===== src/rtl/txdma_pkg.sv =====
package txdma_pkg;
  // The shared status and error words give one bit per channel in 8-bit fields.
  localparam int NUM_CH    = 8;
  localparam int ADDR_W    = 12;
  localparam int CH_STRIDE = 32;
  localparam logic [ADDR_W-1:0] STAT_ADDR = 12'h100;
  localparam logic [ADDR_W-1:0] ERR_ADDR  = 12'h104;
  localparam int ACT_ERR_LSB = 9;
  localparam logic [31:0] ERR_MASK = 32'hC001_FEFF;

  typedef enum logic [1:0] {
    MODE_OFF = 2'b00,
    MODE_EOF = 2'b01,
    MODE_RUN = 2'b10,
    MODE_RSV = 2'b11
  } mode_e;

  typedef struct packed {
    logic [NUM_CH-1:0] cfgWr;
    logic [31:0]       errClr;
    logic [1:0]        newMode;
    logic              newReqEn;
  } strobe_t;
endpackage


===== src/rtl/txdma_ctrl.sv =====
module txdma_ctrl
  import txdma_pkg::*;
(
  input  logic              wrEn,
  input  logic [ADDR_W-1:0] addr,
  input  logic [31:0]       wdata,
  output strobe_t           stb
);
  always_comb begin
    stb = '0;
    for (int c = 0; c < NUM_CH; c++)
      stb.cfgWr[c] = wrEn && (addr == ADDR_W'(c * CH_STRIDE));
    stb.errClr   = (wrEn && addr == ERR_ADDR) ? (wdata & ERR_MASK) : 32'h0;
    stb.newMode  = wdata[31:30];
    stb.newReqEn = wdata[3];
  end
endmodule


===== src/rtl/txdma_datapath.sv =====
module txdma_datapath
  import txdma_pkg::*;
#(
  parameter int CRED_W = 4
) (
  input  logic              clk,
  input  logic              rstN,
  input  strobe_t           stb,
  input  logic [ADDR_W-1:0] addr,
  input  logic [NUM_CH-1:0] actCmd,
  input  logic [NUM_CH-1:0] fifoFull,
  input  logic [NUM_CH-1:0] creditRet,
  input  logic              addrErr,
  input  logic              countErr,
  output logic [31:0]       rdData,
  output logic [NUM_CH-1:0] reqIssue,
  output logic [NUM_CH-1:0] heldVec,
  output logic [NUM_CH-1:0] creditNz,
  output logic [31:0]       errVec
);
  localparam logic [CRED_W-1:0] CRED_MAX = {CRED_W{1'b1}};

  logic [1:0]        modeArr [NUM_CH];
  logic [CRED_W-1:0] credArr [NUM_CH];
  logic [NUM_CH-1:0] enVec, runVec;

  for (genvar g = 0; g < NUM_CH; g++) begin : g_ch
    mode_e             mode;
    logic              reqEn, held;
    logic [CRED_W-1:0] cred;
    logic              run, issue, retOk;

    assign run   = (mode == MODE_RUN || mode == MODE_EOF) && reqEn;
    assign issue = held && run && (cred != '0);
    assign retOk = creditRet[g] && (cred != CRED_MAX);

    always_ff @(posedge clk) begin
      if (!rstN) begin
        mode  <= MODE_OFF;
        reqEn <= 1'b0;
        held  <= 1'b0;
        cred  <= '0;
      end else begin
        if (stb.cfgWr[g]) begin
          mode  <= mode_e'(stb.newMode);
          reqEn <= stb.newReqEn;
        end else if (issue && mode == MODE_EOF) begin
          mode <= MODE_OFF;
        end
        if (issue)          held <= 1'b0;
        else if (actCmd[g]) held <= 1'b1;
        cred <= cred + CRED_W'(retOk) - CRED_W'(issue);
      end
    end

    assign modeArr[g]  = mode;
    assign credArr[g]  = cred;
    assign enVec[g]    = reqEn;
    assign runVec[g]   = run;
    assign heldVec[g]  = held;
    assign creditNz[g] = (cred != '0);
    assign reqIssue[g] = issue;
  end

  // Sticky error word: set events override a simultaneous write-1 clear.
  logic [31:0] errSet;
  always_comb begin
    errSet     = '0;
    errSet[31] = addrErr;
    errSet[30] = countErr;
    for (int c = 0; c < NUM_CH; c++) begin
      errSet[ACT_ERR_LSB + c] = actCmd[c] && heldVec[c];
      errSet[c]               = fifoFull[c] && creditNz[c];
    end
  end

  always_ff @(posedge clk) begin
    if (!rstN) errVec <= '0;
    else       errVec <= (errVec & ~stb.errClr) | errSet;
  end

  always_comb begin
    rdData = '0;
    for (int c = 0; c < NUM_CH; c++) begin
      if (addr == ADDR_W'(c * CH_STRIDE))
        rdData = {modeArr[c], 26'b0, enVec[c], 3'b0};
      if (addr == ADDR_W'(c * CH_STRIDE + 4))
        rdData = 32'(credArr[c]);
    end
    if (addr == STAT_ADDR) rdData = {~heldVec, ~(heldVec & runVec), 16'h0};
    if (addr == ERR_ADDR)  rdData = errVec;
  end
endmodule


===== src/rtl/txdma_chan_status.sv =====
module txdma_chan_status
  import txdma_pkg::*;
(
  input  logic        clk,
  input  logic        rstN,
  input  logic        wrEn,
  input  logic [11:0] addr,
  input  logic [31:0] wdata,
  output logic [31:0] rdData,
  input  logic [7:0]  actCmd,
  input  logic [7:0]  fifoFull,
  input  logic [7:0]  creditRet,
  input  logic        addrErr,
  input  logic        countErr,
  output logic [7:0]  reqIssue
);
  strobe_t     stb;
  logic [7:0]  heldVec, creditNz;
  logic [31:0] errVec;

  txdma_ctrl u_ctrl (
    .wrEn(wrEn), .addr(addr), .wdata(wdata), .stb(stb)
  );

  txdma_datapath #(.CRED_W(4)) u_dp (
    .clk(clk), .rstN(rstN), .stb(stb), .addr(addr),
    .actCmd(actCmd), .fifoFull(fifoFull), .creditRet(creditRet),
    .addrErr(addrErr), .countErr(countErr),
    .rdData(rdData), .reqIssue(reqIssue),
    .heldVec(heldVec), .creditNz(creditNz), .errVec(errVec)
  );
endmodule


===== config.mk =====
export PLATFORM = sky130hd
export DESIGN_NAME = txdma_chan_status
export DESIGN_NICKNAME = d
export VERILOG_FILES = /design/src/rtl/txdma_pkg.sv /design/src/rtl/txdma_ctrl.sv /design/src/rtl/txdma_datapath.sv /design/src/rtl/txdma_chan_status.sv
export SDC_FILE = /design/constraint.sdc
export NUM_CORES = 1
export LEC_CHECK = 0
export ABC_AREA = 1
export BUFFER_PORTS_ARGS = -buffer_cell sky130_fd_sc_hd__clkbuf_2
export CORE_MARGIN = 8
export CORE_UTILIZATION = 28
export CTS_CLUSTER_SIZE = 40
export DETAILED_ROUTE_END_ITERATION = 12
export PLACE_DENSITY = 0.42
export REMOVE_ABC_BUFFERS = 1
export SLEW_MARGIN = 5
export SYNTH_ARGS = -nofsm -noshare
export SYNTH_HDL_FRONTEND = slang
export SYNTH_HIERARCHICAL = 1
export SYNTH_SLANG_ARGS = --single-unit

===== constraint.sdc =====
create_clock -name clk -period 2.65 [get_ports clk]
set_input_delay 0.1325 -clock clk [delete_from_list [all_inputs] [get_ports clk]]
set_output_delay 0.1325 -clock clk [all_outputs]
set_load 0.02 [all_outputs]

==> results.yml <==
timing:
  fin_crit_ps: 2400
  setup_viol: 0
  fin_setup_tns_ps: 0
  final_max_slew_viol_count: 0
  hold_viol_final: 0
  tightest_slew_ps: 528
  finalCritPeriodShare: 0.906
  slew_headroom: 0.648
  finalClockSkew_ps: 4.39
  setup_ws_ps: 248
  rsz0062_at_grt: "false"
  timing.hold.ws_ps: 25.4
  fmax_ghz: 0.416
clock_network:
  cts_root_buffer: "clkbuf_16"
  numCtsBuffers: 9
  h-tree-depth: 3
  clk_pin_slew_worst_paths_ps: 70
  clock_latency_ps: 340
  cts.path.max_buffers: 2
  clock-sinks: 96
  cts_tree: "built"
finish:
  drive_gt1_frac: 0.165
  final_cell_area_um2: 7390
  layout.nets: 1155
  fillers: 2524
  syn2layout_area_growth_pct: 16.4
critical_path:
  worstReg2RegEnd: "u_dp/g_ch[6].cred[2]"
  startpoint: "u_dp/g_ch[6].mode[1]"
  start_kind: "flop"
  regToRegSetupSlack_ps: 250
  reg2reg_from: "u_dp/g_ch[6].mode[1]"
  ff2ff_path_depth: 12
  critPathCaptureType: "flop"
  worstSetupPathType: "flop to flop"
  worst-path-max-fanout: 3
  crit_required_ps: 2880
  cp.arrival_ps: 2630
routing:
  first_pass_iters: 4
  drcViolationCount: 0
  post_drt_via_cell_ratio: 4.25
  wire_per_inst_um: 14.0
  vias: 5569
  wirelength_um: 18400
  final_antenna_net_count: 0
  drtIter0Drc: 260
power_and_ir_drop:
  finalPower_mw: 3.65
  p_leak_nw: 3.52
  p_per_area_nw_per_um2: 494
  ir_drop_v: 0.000225
run_status:
  status: "finished clean"
floorplanning:
  rows: 55
  coreArea_um2: 22400
  io_pins: 113
  dieArea_um2: 27800
  fp.dieH_um: 167
  start_util: 0.283
  die_w_um: 167
global_routing:
  grt_overflow: 0
  grt_util_all_layers: 0.136
  grt_pass1_vias: 5548
  grt_pass1_wl_um: 30000
  antenna_found_initial: 1
  grt_max_degree: 61
min_path:
  min_to: "u_dp/errVec[0]"
  min_from: "fifoFull[0]"
  hold_depth: 3
  min_path_type: "input pin to flop"
synth:
  synth.avg_cell_area_um2: 6.87
  synth_area_um2: 6350
  synth_cells: 924
  yosysWarnings: 6
placed_design:
  dpl.hpwl_um: 14100
  port_buffers: 98
  placed_area_um2: 7040
  gp_congestion: 0.772
  preCtsSetupSlack_ps: 237
run:
  drv_cap: 0
what timing repair did:
action / in CTS / in global routing
hold buffers: 6 / 0
buffers inserted: 0 / 0
gates resized for setup: 0 / 0
hold endpoints to repair: 6 / 0
area by class of cell:
type	count	area [um2]	share of cell area
Multi-Input combinational cell	606	3480	0.470
Sequential cell	96	1920	0.260
Inverter	193	724	0.0980
Timing Repair Buffer	112	623	0.0843
Tap cell	285	357	0.0482
Clock buffer	14	274	0.0371
Clock inverter	2	12.5	0.00169
Antenna cell	1	2.50	0.000339
worst max-delay path: stages, from the launching register on:
cell and delay, ps:
dfxtp_1 350, inv_1 50, ha_1 270, nor3_1 340, nand2_1 90, inv_1 90
ha_1 230, inv_1 60, ha_1 130, inv_1 60, fa_1 400, xor2_1 170
nor2_1 50
sequential cells by signal, summed over array words and instances, names as in the netlist:
register	flops
u_dp/errVec	32
u_dp/g_ch.cred	32
u_dp/g_ch.mode	16
u_dp/g_ch.held	8
u_dp/g_ch.reqEn	8
worst max-delay path by stage:
stage | slack (ps) | to
after floorplan | 330 | u_dp/g_ch[6].cred[2]
after global placement | 290 | u_dp/g_ch[6].cred[2]
after detailed placement | 240 | u_dp/g_ch[6].cred[2]
after CTS | 220 | u_dp/g_ch[6].cred[2]
after global routing | 20 | u_dp/g_ch[6].cred[2]
final | 250 | u_dp/g_ch[6].cred[2]
stage by stage:
stage,std cells,util
CTS,1308,0.329
finish,1309,0.329
detailed placement,1286,0.314
floorplan,895,-
global route,1309,0.329
global placement,1286,0.314
metal layers:
layer / GRT usage / part of all wire
met1: 0.186 / 0.52
met2: 0.211 / 0.42
met3: 0.0253 / 0.043
met4: 0.0423 / 0.015
met5: 0 / 0
power by group:
part / internal, mW / switching, mW
Sequential: 1.58 / 0.0993
Combinational: 0.272 / 0.392
Clock: 0.715 / 0.594
Total: 2.56 / 1.09
cell usage in the layout, fill, tap and decap left out, types with 5 or more instances in the layout:
cell type      count
xor2_1             7
o22ai_1            7
dfxtp_1           96
nand2_2            7
nor2_1           134
o21ai_1            5
dlygate4sd3_1      6
nor3_1            19
a21oi_1           60
clkbuf_16          9
clkbuf_2          98
nand2_1          172
nand3_1           18
o21ai_0           43
or2_2              5
nor2_4            16
buf_4              7
a2bb2oi_1          7
nor2_2             5
a211oi_1           8
inv_1            185
fa_1               8
inv_2              8
conb_1            14
ha_1              56
Note: power is estimated with default switching activity, not from simulation.
